## config.mk

```make
export PLATFORM = sky130hd
export DESIGN_NAME = qpsk_burst_gen
export DESIGN_NICKNAME = d
export VERILOG_FILES = /design/src/rtl/qbg_pkg.sv /design/src/rtl/qbg_rst_sync.sv /design/src/rtl/qbg_cfg_regs.sv /design/src/rtl/qbg_burst_timer.sv /design/src/rtl/qbg_dds.sv /design/src/rtl/qpsk_burst_gen.sv
export SDC_FILE = /design/constraint.sdc
export NUM_CORES = 1
export LEC_CHECK = 0
export ABC_AREA = 1
export CAP_MARGIN = 20
export CORE_MARGIN = 3
export CORE_UTILIZATION = 45
export CTS_BUF_LIST = sky130_fd_sc_hd__clkbuf_16
export DETAILED_ROUTE_END_ITERATION = 10
export PLACE_DENSITY_LB_ADDON = 0.08
export SYNTH_ARGS = -nofsm -noshare
export SYNTH_HDL_FRONTEND = slang
export SYNTH_SLANG_ARGS = --single-unit
export TNS_END_PERCENT = 10
```

## constraint.sdc

```tcl
create_clock -name clk -period 13.4 [get_ports clk]
set_input_delay 3.35 -clock clk [delete_from_list [all_inputs] [get_ports clk]]
set_output_delay 3.35 -clock clk [all_outputs]
set_load 0.005 [all_outputs]
```

## src/rtl/qbg_pkg.sv

```systemverilog
package qbg_pkg;
  localparam int TUNE_W    = 32;
  localparam int CNT_W     = 16;
  localparam int SYM_W     = 8;
  localparam int CODE_SYMS = 16;
  localparam int CODE_W    = 2 * CODE_SYMS;
  localparam int IDX_W     = $clog2(CODE_SYMS);
  localparam int RADDR_W   = 3;
  localparam int RDATA_W   = 32;

  typedef enum logic [RADDR_W-1:0] {
    RA_CTRL   = 3'd0,
    RA_TUNE   = 3'd1,
    RA_WIDTH  = 3'd2,
    RA_NSYM   = 3'd3,
    RA_PERIOD = 3'd4,
    RA_COUNT  = 3'd5,
    RA_CODE   = 3'd6
  } qbg_reg_e;

  typedef struct packed {
    logic [TUNE_W-1:0] tune;
    logic [CNT_W-1:0]  width;
    logic [SYM_W-1:0]  nsym;
    logic [SYM_W-1:0]  period;
    logic [SYM_W-1:0]  bursts;
    logic [CODE_W-1:0] code;
  } qbg_cfg_t;
endpackage

```

## src/rtl/qbg_rst_sync.sv

```systemverilog
module qbg_rst_sync #(
  parameter int STAGES = 2
) (
  input  logic clk,
  input  logic rst_n,
  output logic rst_sync_n
);
  logic [STAGES-1:0] chain_q;

  always_ff @(posedge clk or negedge rst_n) begin
    if (!rst_n) chain_q <= '0;
    else        chain_q <= {chain_q[STAGES-2:0], 1'b1};
  end

  assign rst_sync_n = chain_q[STAGES-1];
endmodule

```

## src/rtl/qbg_cfg_regs.sv

```systemverilog
module qbg_cfg_regs
  import qbg_pkg::*;
(
  input  logic               clk,
  input  logic               rst_n,
  input  logic               wr_en,
  input  logic [RADDR_W-1:0] wr_addr,
  input  logic [RDATA_W-1:0] wr_data,
  output qbg_cfg_t           cfg_o,
  output logic               start_o,
  output logic               stop_o
);
  qbg_cfg_t cfg_q, cfg_d;
  logic     ctrl_hit;

  always_comb begin
    cfg_d = cfg_q;
    case (wr_addr)
      RA_TUNE:   cfg_d.tune   = wr_data[TUNE_W-1:0];
      RA_WIDTH:  cfg_d.width  = wr_data[CNT_W-1:0];
      RA_NSYM:   cfg_d.nsym   = wr_data[SYM_W-1:0];
      RA_PERIOD: cfg_d.period = wr_data[SYM_W-1:0];
      RA_COUNT:  cfg_d.bursts = wr_data[SYM_W-1:0];
      RA_CODE:   cfg_d.code   = wr_data[CODE_W-1:0];
      default:   cfg_d = cfg_q;
    endcase
  end

  always_ff @(posedge clk or negedge rst_n) begin
    if (!rst_n)     cfg_q <= '0;
    else if (wr_en) cfg_q <= cfg_d;
  end

  assign ctrl_hit = wr_en && (wr_addr == RA_CTRL);
  assign start_o  = ctrl_hit &&  wr_data[0];
  assign stop_o   = ctrl_hit && !wr_data[0];
  assign cfg_o    = cfg_q;
endmodule

```

## src/rtl/qbg_burst_timer.sv

```systemverilog
module qbg_burst_timer
  import qbg_pkg::*;
(
  input  logic              clk,
  input  logic              rst_n,
  input  qbg_cfg_t          cfg_i,
  input  logic              start_i,
  input  logic              stop_i,
  output logic              gate_o,
  output logic [1:0]        code_o,
  output logic [TUNE_W-1:0] tune_o,
  output logic              active_o,
  output logic [CNT_W-1:0]  sym_cnt_o,
  output logic [SYM_W-1:0]  slot_o
);
  logic              act_q, act_d;
  logic [CNT_W-1:0]  sym_q, sym_d, wl_q, wl_d;
  logic [SYM_W-1:0]  slot_q, slot_d, nl_q, nl_d, pl_q, pl_d, left_q, left_d;
  logic [SYM_W-1:0]  slot_inc;
  logic [CODE_W-1:0] cw_q, cw_d;
  logic [TUNE_W-1:0] tune_q, tune_d;
  logic [1:0]        code_q, code_d;
  logic              load;

  function automatic logic [CNT_W-1:0] last_w(input logic [CNT_W-1:0] v);
    return (v == '0) ? '0 : v - 1'b1;
  endfunction

  function automatic logic [SYM_W-1:0] last_s(input logic [SYM_W-1:0] v);
    return (v == '0) ? '0 : v - 1'b1;
  endfunction

  function automatic logic [1:0] pick(input logic [CODE_W-1:0] w,
                                      input logic [SYM_W-1:0]  s);
    logic [IDX_W:0] bitpos;
    bitpos = {s[IDX_W-1:0], 1'b0};
    return w[bitpos +: 2];
  endfunction

  assign slot_inc = slot_q + 1'b1;

  always_comb begin
    act_d  = act_q;
    sym_d  = sym_q;
    slot_d = slot_q;
    left_d = left_q;
    wl_d   = wl_q;
    nl_d   = nl_q;
    pl_d   = pl_q;
    cw_d   = cw_q;
    tune_d = tune_q;
    code_d = code_q;
    load   = 1'b0;
    if (start_i) begin
      act_d  = 1'b1;
      left_d = last_s(cfg_i.bursts);
      load   = 1'b1;
    end else if (stop_i) begin
      act_d = 1'b0;
    end else if (act_q) begin
      if (sym_q == wl_q) begin
        sym_d = '0;
        if (slot_q == pl_q) begin
          if (left_q == '0) begin
            act_d = 1'b0;
          end else begin
            left_d = left_q - 1'b1;
            load   = 1'b1;
          end
        end else begin
          slot_d = slot_inc;
          code_d = pick(cw_q, slot_inc);
        end
      end else begin
        sym_d = sym_q + 1'b1;
      end
    end
    if (load) begin
      sym_d  = '0;
      slot_d = '0;
      wl_d   = last_w(cfg_i.width);
      nl_d   = last_s(cfg_i.nsym);
      pl_d   = last_s(cfg_i.period);
      cw_d   = cfg_i.code;
      tune_d = cfg_i.tune;
      code_d = cfg_i.code[1:0];
    end
  end

  always_ff @(posedge clk or negedge rst_n) begin
    if (!rst_n) begin
      act_q  <= 1'b0;
      sym_q  <= '0;
      slot_q <= '0;
      left_q <= '0;
      wl_q   <= '0;
      nl_q   <= '0;
      pl_q   <= '0;
      cw_q   <= '0;
      tune_q <= '0;
      code_q <= '0;
    end else begin
      act_q  <= act_d;
      sym_q  <= sym_d;
      slot_q <= slot_d;
      left_q <= left_d;
      wl_q   <= wl_d;
      nl_q   <= nl_d;
      pl_q   <= pl_d;
      cw_q   <= cw_d;
      tune_q <= tune_d;
      code_q <= code_d;
    end
  end

  assign gate_o    = act_q && (slot_q <= nl_q);
  assign code_o    = code_q;
  assign tune_o    = tune_q;
  assign active_o  = act_q;
  assign sym_cnt_o = sym_q;
  assign slot_o    = slot_q;
endmodule

```

## src/rtl/qbg_dds.sv

```systemverilog
module qbg_dds #(
  parameter int ACC_W    = 32,
  parameter int PHASE_W  = 10,
  parameter int SAMPLE_W = 14
) (
  input  logic                       clk,
  input  logic                       rst_n,
  input  logic [ACC_W-1:0]           tune_i,
  input  logic                       gate_i,
  input  logic [1:0]                 code_i,
  output logic signed [SAMPLE_W-1:0] sample_o,
  output logic                       valid_o
);
  localparam int  QBITS  = PHASE_W - 2;
  localparam int  QDEPTH = 1 << QBITS;
  localparam real PI     = 3.14159265358979323846;
  localparam real AMP    = real'((1 << (SAMPLE_W - 1)) - 1);

  function automatic int quarter_val(input int i);
    real x;
    x = AMP * $sin(2.0 * PI * (real'(i) + 0.5) / real'(4 * QDEPTH));
    return $rtoi(x + 0.5);
  endfunction

  logic [SAMPLE_W-2:0] rom [QDEPTH];

  for (genvar g = 0; g < QDEPTH; g++) begin : g_rom
    localparam int QV = quarter_val(g);
    assign rom[g] = QV[SAMPLE_W-2:0];
  end

  logic [ACC_W-1:0]           acc_q, acc_d;
  logic [PHASE_W-1:0]         phase;
  logic [1:0]                 quad;
  logic [QBITS-1:0]           idx, idx_m;
  logic signed [SAMPLE_W-1:0] mag_ext, val;
  logic signed [SAMPLE_W-1:0] sample_q, sample_d;
  logic                       valid_q;

  assign acc_d   = acc_q + tune_i;
  assign phase   = acc_q[ACC_W-1 -: PHASE_W] + {code_i, {QBITS{1'b0}}};
  assign quad    = phase[PHASE_W-1 -: 2];
  assign idx     = phase[QBITS-1:0];
  assign idx_m   = quad[0] ? ~idx : idx;
  assign mag_ext = {1'b0, rom[idx_m]};
  assign val     = quad[1] ? -mag_ext : mag_ext;
  assign sample_d = gate_i ? val : '0;

  always_ff @(posedge clk or negedge rst_n) begin
    if (!rst_n) begin
      acc_q    <= '0;
      sample_q <= '0;
      valid_q  <= 1'b0;
    end else begin
      acc_q    <= acc_d;
      sample_q <= sample_d;
      valid_q  <= gate_i;
    end
  end

  assign sample_o = sample_q;
  assign valid_o  = valid_q;
endmodule

```

## src/rtl/qpsk_burst_gen.sv

```systemverilog
module qpsk_burst_gen
  import qbg_pkg::*;
#(
  parameter int PHASE_W  = 10,
  parameter int SAMPLE_W = 14
) (
  input  logic                       clk,
  input  logic                       rst_n,
  input  logic                       wr_en,
  input  logic [RADDR_W-1:0]         wr_addr,
  input  logic [RDATA_W-1:0]         wr_data,
  output logic signed [SAMPLE_W-1:0] sample_o,
  output logic                       valid_o
);
  logic              rst_s;
  qbg_cfg_t          cfg;
  logic              start, stop, gate, t_active;
  logic [1:0]        t_code;
  logic [TUNE_W-1:0] t_tune;
  logic [CNT_W-1:0]  t_sym_cnt;
  logic [SYM_W-1:0]  t_slot;

  qbg_rst_sync #(.STAGES(2)) u_rst (
    .clk(clk), .rst_n(rst_n), .rst_sync_n(rst_s)
  );

  qbg_cfg_regs u_regs (
    .clk(clk), .rst_n(rst_s), .wr_en(wr_en), .wr_addr(wr_addr),
    .wr_data(wr_data), .cfg_o(cfg), .start_o(start), .stop_o(stop)
  );

  qbg_burst_timer u_timer (
    .clk(clk), .rst_n(rst_s), .cfg_i(cfg), .start_i(start), .stop_i(stop),
    .gate_o(gate), .code_o(t_code), .tune_o(t_tune), .active_o(t_active),
    .sym_cnt_o(t_sym_cnt), .slot_o(t_slot)
  );

  qbg_dds #(.ACC_W(TUNE_W), .PHASE_W(PHASE_W), .SAMPLE_W(SAMPLE_W)) u_dds (
    .clk(clk), .rst_n(rst_s), .tune_i(t_tune), .gate_i(gate),
    .code_i(t_code), .sample_o(sample_o), .valid_o(valid_o)
  );
endmodule

```

==> results by group, run 1 <==
Clock tree
  – Worst-skew pair later-pin latency: 0.53 ns
  – Num CTS Buffers: 34
  – Total number of H-tree levels: 2
  – CTS tree: built
  – CTS Sinks: 284
  – Clock Path Buffers: 3
  – CTS resizes: 0
  – CTS clock-pin slew for the worst setup and hold paths: 0.06 ns
  – Clock Tree Root: clkbuf_16
  – Post-CTS setup buffers: 0
  – CTS Hold Bufs: 0

Finish
  – Area occupied by multi-input gates: roughly 8700 sq um
  – FF+latch area: around 7100 sq um
  – Share of cells above drive strength 1: under 10%
  – Nets: between 2k and 2.5k
  – Number of inserted diodes: 0
  – Layout area overhead: 11.05%
  – Fillers: 3,643

Place
  – Routability cong.: around 0.96
  – Pre-CTS WS: 6.098 ns
  – PortBufs: 52
  – DP HPWL: roughly 36 mm

Timing
  – Final Hold Viols: 0
  – Min Tclk post-route: 6.751 ns
  – Setup_tns: 0 ns
  – FMAX: ~0.15 GHz
  – Final setup margin: about 6.6 ns
  – Clock Skew: 0.01647 ns
  – Slew @ Worst Pin: ~1.2 ns
  – Pins Over Slew Limit: 0
  – RSZ-0062 raised after global routing: false
  – Final period util: between 50% and 60%
  – Max_slew headroom: 20.36%
  – Final setup viols: 0

Synthesis
  – Main synth FF type: dfrtp_1
  – Synth area leaders: dfrtp_1, nand2_1, o21ai_0
  – Warnings from Yosys: 0
  – Synth area leader: dfrtp_1
  – Cell area after synthesis: roughly 17,000 sq um
  – Synth async-reset ratio: 100.0%
  – Syn Inst Count: 2,318
  – Yosys cell types: 54
  – Number of synthesized flops with an enable pin: 0
  – Commonest cells post-synth: nand2_1, dfrtp_1, o21ai_0, inv_1, nand3_1
  – Area share of the largest cell type after synthesis: roughly two fifths
  – Syn_nets: 2,408
  – Most frequent cell after synthesis: nand2_1
  – Post-synthesis sequential area ratio: a little over two fifths
  – Seq cells post-synth: roughly 280
  – Syn avg cell area: about 7.4 sq um

Worst setup path
  – Worst R2R Path Depth: 20
  – Register-to-register setup slack: roughly 9.0 ns
  – CP arrival: between 7 and 8 ns
  – Worst reg2reg path startpoint: u_timer.code_o[0]
  – CP Class: input pin to register
  – Crit path required time: ~14 ns
  – Reg2Reg Capture Point: u_dds.sample_o[10]
  – Worst-path maximum fanout: 84
  – Crit start category: input pin
  – CP endpoint kind: register

Hold path
  – Min-delay src: u_rst.chain_q[0]
  – Hold Path Class: register to register
  – Hold endpoint: u_rst.chain_q[1]
  – Hold Path Stages: 0

Outcome
  – Status: finished, final reports clean

Floorplan
  – Chip height: 200.6 um
  – Row cnt: 70
  – Die Area: between 40,000 and 50,000 sq um
  – Starting Density: 46.11%
  – Die W: 200.6 um
  – Core area: between 30,000 and 40,000 sq um
  – Number of I/O pins: 53

Detailed routing
  – Final Routed Wirelength: between 50 and 60 mm
  – Post-route antenna net violation count: 0
  – DRC violations left: 0
  – Routed vias/inst: about 5.5
  – Via count: about 16k
  – DRT iter0 DRCs: about 1.4k
  – DRT Pass-1 Iters: 6
  – Wire per inst: 18.14 um

Power
  – PwrDens: slightly below 300 nW/um^2
  – Leak: roughly 0.0094 uW
  – Max VDD drop: ~150 uV

GRT
  – Tot GR Track Use: about a quarter
  – Largest net degree at the start of global routing: between 80 and 90
  – Initial antenna violation count: 1
  – First-pass GRT wire length: approximately 84 mm
  – Number of global-route vias before repair: 15.01k
  – GR Overflow Total: 0

Flow run
  – Maxcap violations: 0
[where the power goes]
group | switching [uW] | internal, uW | leakage, uW
sequential | 164 | 1110 | 0.00355
combinational | 2400 | 1040 | 0.00529
clock | 365 | 531 | 0.000552
total | 2930 | 2670 | 0.00939
[metal layers]
layer	share of wire [%]	up-vias	wire length (um)	GRT usage [%]
met2	44	526	22740	39.57
met4	3.7	0	1918	9.084
met3	6.1	127	3159	4.119
li1	-	7631	-	-
met1	46	7316	24010	36.71
met5	0	-	0	0
[cell usage in the layout (no fill, tap or decap), types with 21 or more instances in the layout]
master / synthesis / final
nand4_1: 21 / 21
a21oi_1: 104 / 104
clkbuf_16: 0 / 35
nor3_1: 26 / 26
inv_1: 194 / 199
clkdlybuf4s50_1: 0 / 52
o21ai_0: 226 / 226
xnor2_1: 28 / 27
nand2_2: 25 / 27
nand2_1: 722 / 720
ha_1: 51 / 51
nand3_1: 184 / 184
nor2_1: 167 / 167
xor2_1: 39 / 39
dfrtp_1: 284 / 283
[cells by family (layout without fill, tap and decap cells)]
logic type                 after synthesis  count (layout)  share of synthesized area (%)
AOI/OAI and AO/OA                      413             413                          13.23
DFF                                    284             284                          41.70
and+or+nand+nor                       1199            1199                          29.96
xor gates and xnor gates                69              69                          3.634
adders and majority gates               52              52                          3.862
buffers and inverters                  298             333                          7.474
other                                    1               1                        0.02201
muxes                                    2               2                         0.1175
[through the flow]
step | total power (uW) | hold WS, ns | cell area [sq um] | std cells | util (%)
finish | 5604 | 0.3487 | 18920 | 2857 | 51.20
global route | 6072 | 0.3523 | 18920 | 2857 | 51.20
CTS | 5562 | 0.3513 | 18880 | 2855 | 51.09
detailed placement | 4637 | 0.3389 | 17820 | 2796 | 48.21
global placement | 4670 | 0.3353 | 17820 | 2796 | 48.21
floorplan | 3722 | 0.3312 | 17040 | 2318 | -
[how the worst max path moves through the flow]
stage | slack (ns) | start | cells past startpoint | endpoint
global route | 6.23 | wr_en | 16 | u_timer.wl_q[13]
floorplan | 4.90 | u_rst.chain_q[1] | 0 | u_dds.acc_q[0]
detailed placement | 6.10 | wr_en | 16 | u_timer.wl_q[13]
finish | 6.65 | wr_en | 16 | u_timer.wl_q[13]
global placement | 6.19 | wr_en | 16 | u_timer.wl_q[13]
CTS | 6.66 | wr_en | 16 | u_timer.wl_q[13]
[flip-flops by register name (all words and copies together) (netlist names)]
signal,flops
u_timer.tune_o,32
u_timer.active_o,1
u_timer.pl_q,8
u_timer.wl_q,16
u_timer.left_q,8
u_regs.cfg_o,104
u_timer.slot_o,8
u_dds.sample_o,14
u_timer.code_o,2
u_timer.cw_q,32
u_timer.nl_q,8
u_dds.acc_q,32
u_rst.chain_q,2
u_dds.valid_o,1
u_timer.sym_cnt_o,16
[area by class of cell]
class	instances	share of cell area (%)
Clock inverter	24	1.012
Multi-Input combinational cell	1736	45.89
Clock buffer	35	4.628
Timing Repair Buffer	65	3.398
Sequential cell	284	37.57
Inverter	209	4.165
Tap cell	504	3.332
[worst max-delay path, cell delays in order]
cell and delay [ns]:
clkdlybuf4s50_1 0.47, inv_1 0.05, nor2_2 0.15, nand2_1 0.12, nor2_2 0.31, inv_2 0.18, nand2_2 0.26, inv_2 0.14
a41oi_1 0.34, o21ai_4 0.10, clkinv_2 0.41, buf_4 0.78, o31ai_1 0.20, a21oi_1 0.17, nand2_1 0.06, o21ai_0 0.07
No activity file was read; power rests on OpenSTA's default activity.
==> run 2: changes to the inputs <==
==> constraint.sdc (replaced) <==
create_clock -name clk -period 6.1 [get_ports clk]
set_input_delay 1.525 -clock clk [delete_from_list [all_inputs] [get_ports clk]]
set_output_delay 1.525 -clock clk [all_outputs]
set_load 0.005 [all_outputs]
==> run 2 against run 1 <==
  * Clock skew grew 0.014 ns
  * Cell area is 0.64% higher
  * Worst setup slack worse by 5.0 ns
  * Flip-flop and latch count unchanged
  * Combinational power rose by 120%
  * Critical path depth decreased by 3
  * Register-to-register slack worse by 7.1 ns
  * Largest power group unchanged
==> results by group, run 2 (synthesized netlist as in run 1, its figures left out) <==
GRT
  – GR Overflow Total: 0 (unchanged)
  – First-pass GRT wire length: 83.55 mm (was 83.72 mm)
  – Number of global-route vias before repair: 15.04k (was 15.01k)
  – Tot GR Track Use: 25.68% (was 25.64%)
  – Largest net degree at the start of global routing: 102 (was 89)
  – Initial antenna violation count: 1 (unchanged)

Clock tree
  – Total number of H-tree levels: 2 (unchanged)
  – Worst-skew pair later-pin latency: 0.55 ns (was 0.53 ns)
  – CTS resizes: 0 (unchanged)
  – CTS tree: built (unchanged)
  – Post-CTS setup buffers: 0 (unchanged)
  – Clock Path Buffers: 3 (unchanged)
  – Clock Tree Root: clkbuf_16 (unchanged)
  – CTS Hold Bufs: 0 (unchanged)
  – Num CTS Buffers: 34 (unchanged)
  – CTS Sinks: 284 (unchanged)
  – CTS clock-pin slew for the worst setup and hold paths: 0.06 ns (about the same)

Finish
  – Nets: 2,426 (was 2,420)
  – Share of cells above drive strength 1: 6.189% (was 5.865%)
  – Layout area overhead: 11.76% (was 11.05%)
  – Number of inserted diodes: 0 (unchanged)
  – Commonest non-fill, non-tap cell in the layout: nand2_1 (unchanged)
  – Max reg flops: 104 (unchanged)
  – Final Instance Area: 19,050 sq um (was 18,920 sq um)
  – Most frequent cells in the layout: nand2_1, dfrtp_1, o21ai_0, inv_1, nand3_1 (unchanged)

Power
  – PwrDens: 655.6 nW/um^2 (was 296.2 nW/um^2)
  – Max VDD drop: 368.6 uV (was 153.5 uV)
  – Leak: 0.009442 uW (was 0.009389 uW)
  – Psw: 6497 uW (was 2932 uW)
  – Comb power frac: 61.0% (was 61.3%)
  – Internal power: 5990 uW (was 2673 uW)
  – Sequential share of power: 22.4% (was 22.7%)
  – Switch share: 52.03% (was 52.31%)
  – Clock share of power: 16.7% (was 16.0%)

Timing
  – Final setup viols: 0 (unchanged)
  – Hold Slack: 0.3436 ns (was 0.3487 ns)
  – FMAX: around 0.23 GHz
  – Clock Skew: 0.03053 ns (was 0.01647 ns)
  – Slew @ Worst Pin: 0.9998 ns (was 1.190 ns)
  – Final Hold Viols: 0 (unchanged)
  – Setup_tns: 0 ns (unchanged)
  – Min Tclk post-route: roughly 4.4 ns
  – Final period util: a little over 70%
  – Max_slew headroom: 33.34% (was 20.36%)
  – RSZ-0062 raised after global routing: false (unchanged)
  – Pins Over Slew Limit: 0 (unchanged)

Detailed routing
  – Post-route antenna net violation count: 0 (unchanged)
  – Final Routed Wirelength: 51.76 mm (was 51.83 mm)
  – DRC violations left: 0 (unchanged)
  – DRT Pass-1 Iters: 7 (was 6)
  – Routed vias/inst: 5.442 (was 5.460)
  – DRT iter0 DRCs: 1,532 (was 1,395)
  – Via count: 15.58k (was 15.60k)
  – Wire per inst: 18.08 um (was 18.14 um)

Worst setup path
  – Worst R2R Path Depth: 17 (was 20)
  – Slowest cell on crit path: clkdlybuf4s50_1 (was buf_4)
  – Crit start category: input pin (unchanged)
  – CP Class: input pin to register (unchanged)
  – Crit path required time: 6.51 ns (was 13.85 ns)
  – CP max stage delay: 0.47 ns (was 0.78 ns)
  – Critical path's top delay family: buffers and inverters (unchanged)
  – Worst-path maximum fanout: 41 (was 84)
  – Number of cells on the critical path: 13 (was 16)
  – CP arrival: 4.83 ns (was 7.20 ns)
  – CP endpoint kind: register (unchanged)
  – CP bufs+invs: 6 (unchanged)
  – Worst-path cell chain: clkdlybuf4s50_1 > inv_1 > nor2_2 > nand2_1 > nor2_2 > inv_2 > nand2_2 > inv_2 > a41oi_1 > o21ai_4 > clkinv_2 > buf_4 > o21ai_0 (was clkdlybuf4s50_1 > inv_1 > nor2_2 > nand2_1 > nor2_2 > inv_2 > nand2_2 > inv_2 > a41oi_1 > o21ai_4 > clkinv_2 > buf_4 > o31ai_1 > a21oi_1 > nand2_1 > o21ai_0)

Place
  – Placed cell areas: 17,880 sq um (was 17,820 sq um)
  – DP HPWL: 36.41 mm (was 36.31 mm)
  – Routability cong.: 0.9578 (was 0.9590)
  – PortBufs: 52 (unchanged)

Floorplan
  – Chip height: 200.6 um (unchanged)
  – Die W: 200.6 um (unchanged)
  – Row cnt: 70 (unchanged)
  – Starting Density: 46.11% (unchanged)
  – Core area: 36,960 sq um (unchanged)
  – Die Area: 40,240 sq um (unchanged)
  – Number of I/O pins: 53 (unchanged)

Outcome
  – Status: finished, final reports clean (unchanged)

Hold path
  – Hold Path Class: register to asynchronous set/reset pin (was register to register)

Flow run
  – Maxcap violations: 0 (unchanged)
-- run 2: per-stage QoR --
stage / setup WS, ns / std cells / utilization [%] / total power (uW)
after floorplan: 1.448 / 2318 / - / 8175
after global placement: 1.311 / 2803 / 48.38 / 10270
after detailed placement: 1.106 / 2803 / 48.38 / 10210
after CTS: 1.687 / 2862 / 51.48 / 12350
after global routing: 1.377 / 2863 / 51.53 / 13470
final: 1.681 / 2863 / 51.53 / 12490
-- run 2: path summary, 6_finish.rpt --
kind	startpoint	endpoint	slack, ns
max	wr_en	u_timer.cw_q[9]	1.68
min	u_rst.chain_q[1]	u_dds.acc_q[21]	0.34
max reg2reg	u_dds.acc_q[30]	u_dds.sample_o[10]	1.86
min reg2reg	u_rst.chain_q[1]	u_dds.acc_q[21]	0.34
max in group asynchronous	u_rst.chain_q[1]	u_timer.wl_q[3]	4.38
min in group clk	u_rst.chain_q[0]	u_rst.chain_q[1]	0.35
-- run 2: metal layers --
metal / track usage, % / wire length, um
met1: 37.37 / 23710
met2: 39.13 / 22620
met3: 4.621 / 3937
met4: 7.905 / 1490
met5: 0 / 0
-- run 2: cell type report --
cell class / count / area, sq um
sequential: 284 / 7111
tap: 504 / 630.6
clock buffer: 35 / 875.8
inverter: 209 / 788.3
timing repair buffer: 71 / 688.2
clock inverter: 24 / 267.8
multi-input combinational: 1736 / 8685
fill: 3669 / 17910
-- run 2: power groups by stage --
stage	sequential, uW	clock [uW]	combinational, uW
2_1_floorplan	2730	0	5450
5_1_grt	2860	2210	8400
3_5_place_dp	2820	0	7390
4_1_cts	2800	2130	7420
3_3_place_gp	2820	0	7460
6_report	2800	2080	7610
-- run 2: worst reg2reg max path, stage by stage, from the launching register on --
cell,delay (ns)
dfrtp_1,0.42
ha_1,0.70
inv_2,0.19
nand2_1,0.13
nand2_2,0.40
nand2_1,0.37
nand2_1,0.18
nand2_1,0.12
o22ai_1,0.08
o21ai_0,0.44
nand3_1,0.17
nand2_2,0.18
ha_1,0.23
nand3_2,0.11
o21bai_2,0.19
nand3_1,0.09
nand2_1,0.06
nor2_1,0.05
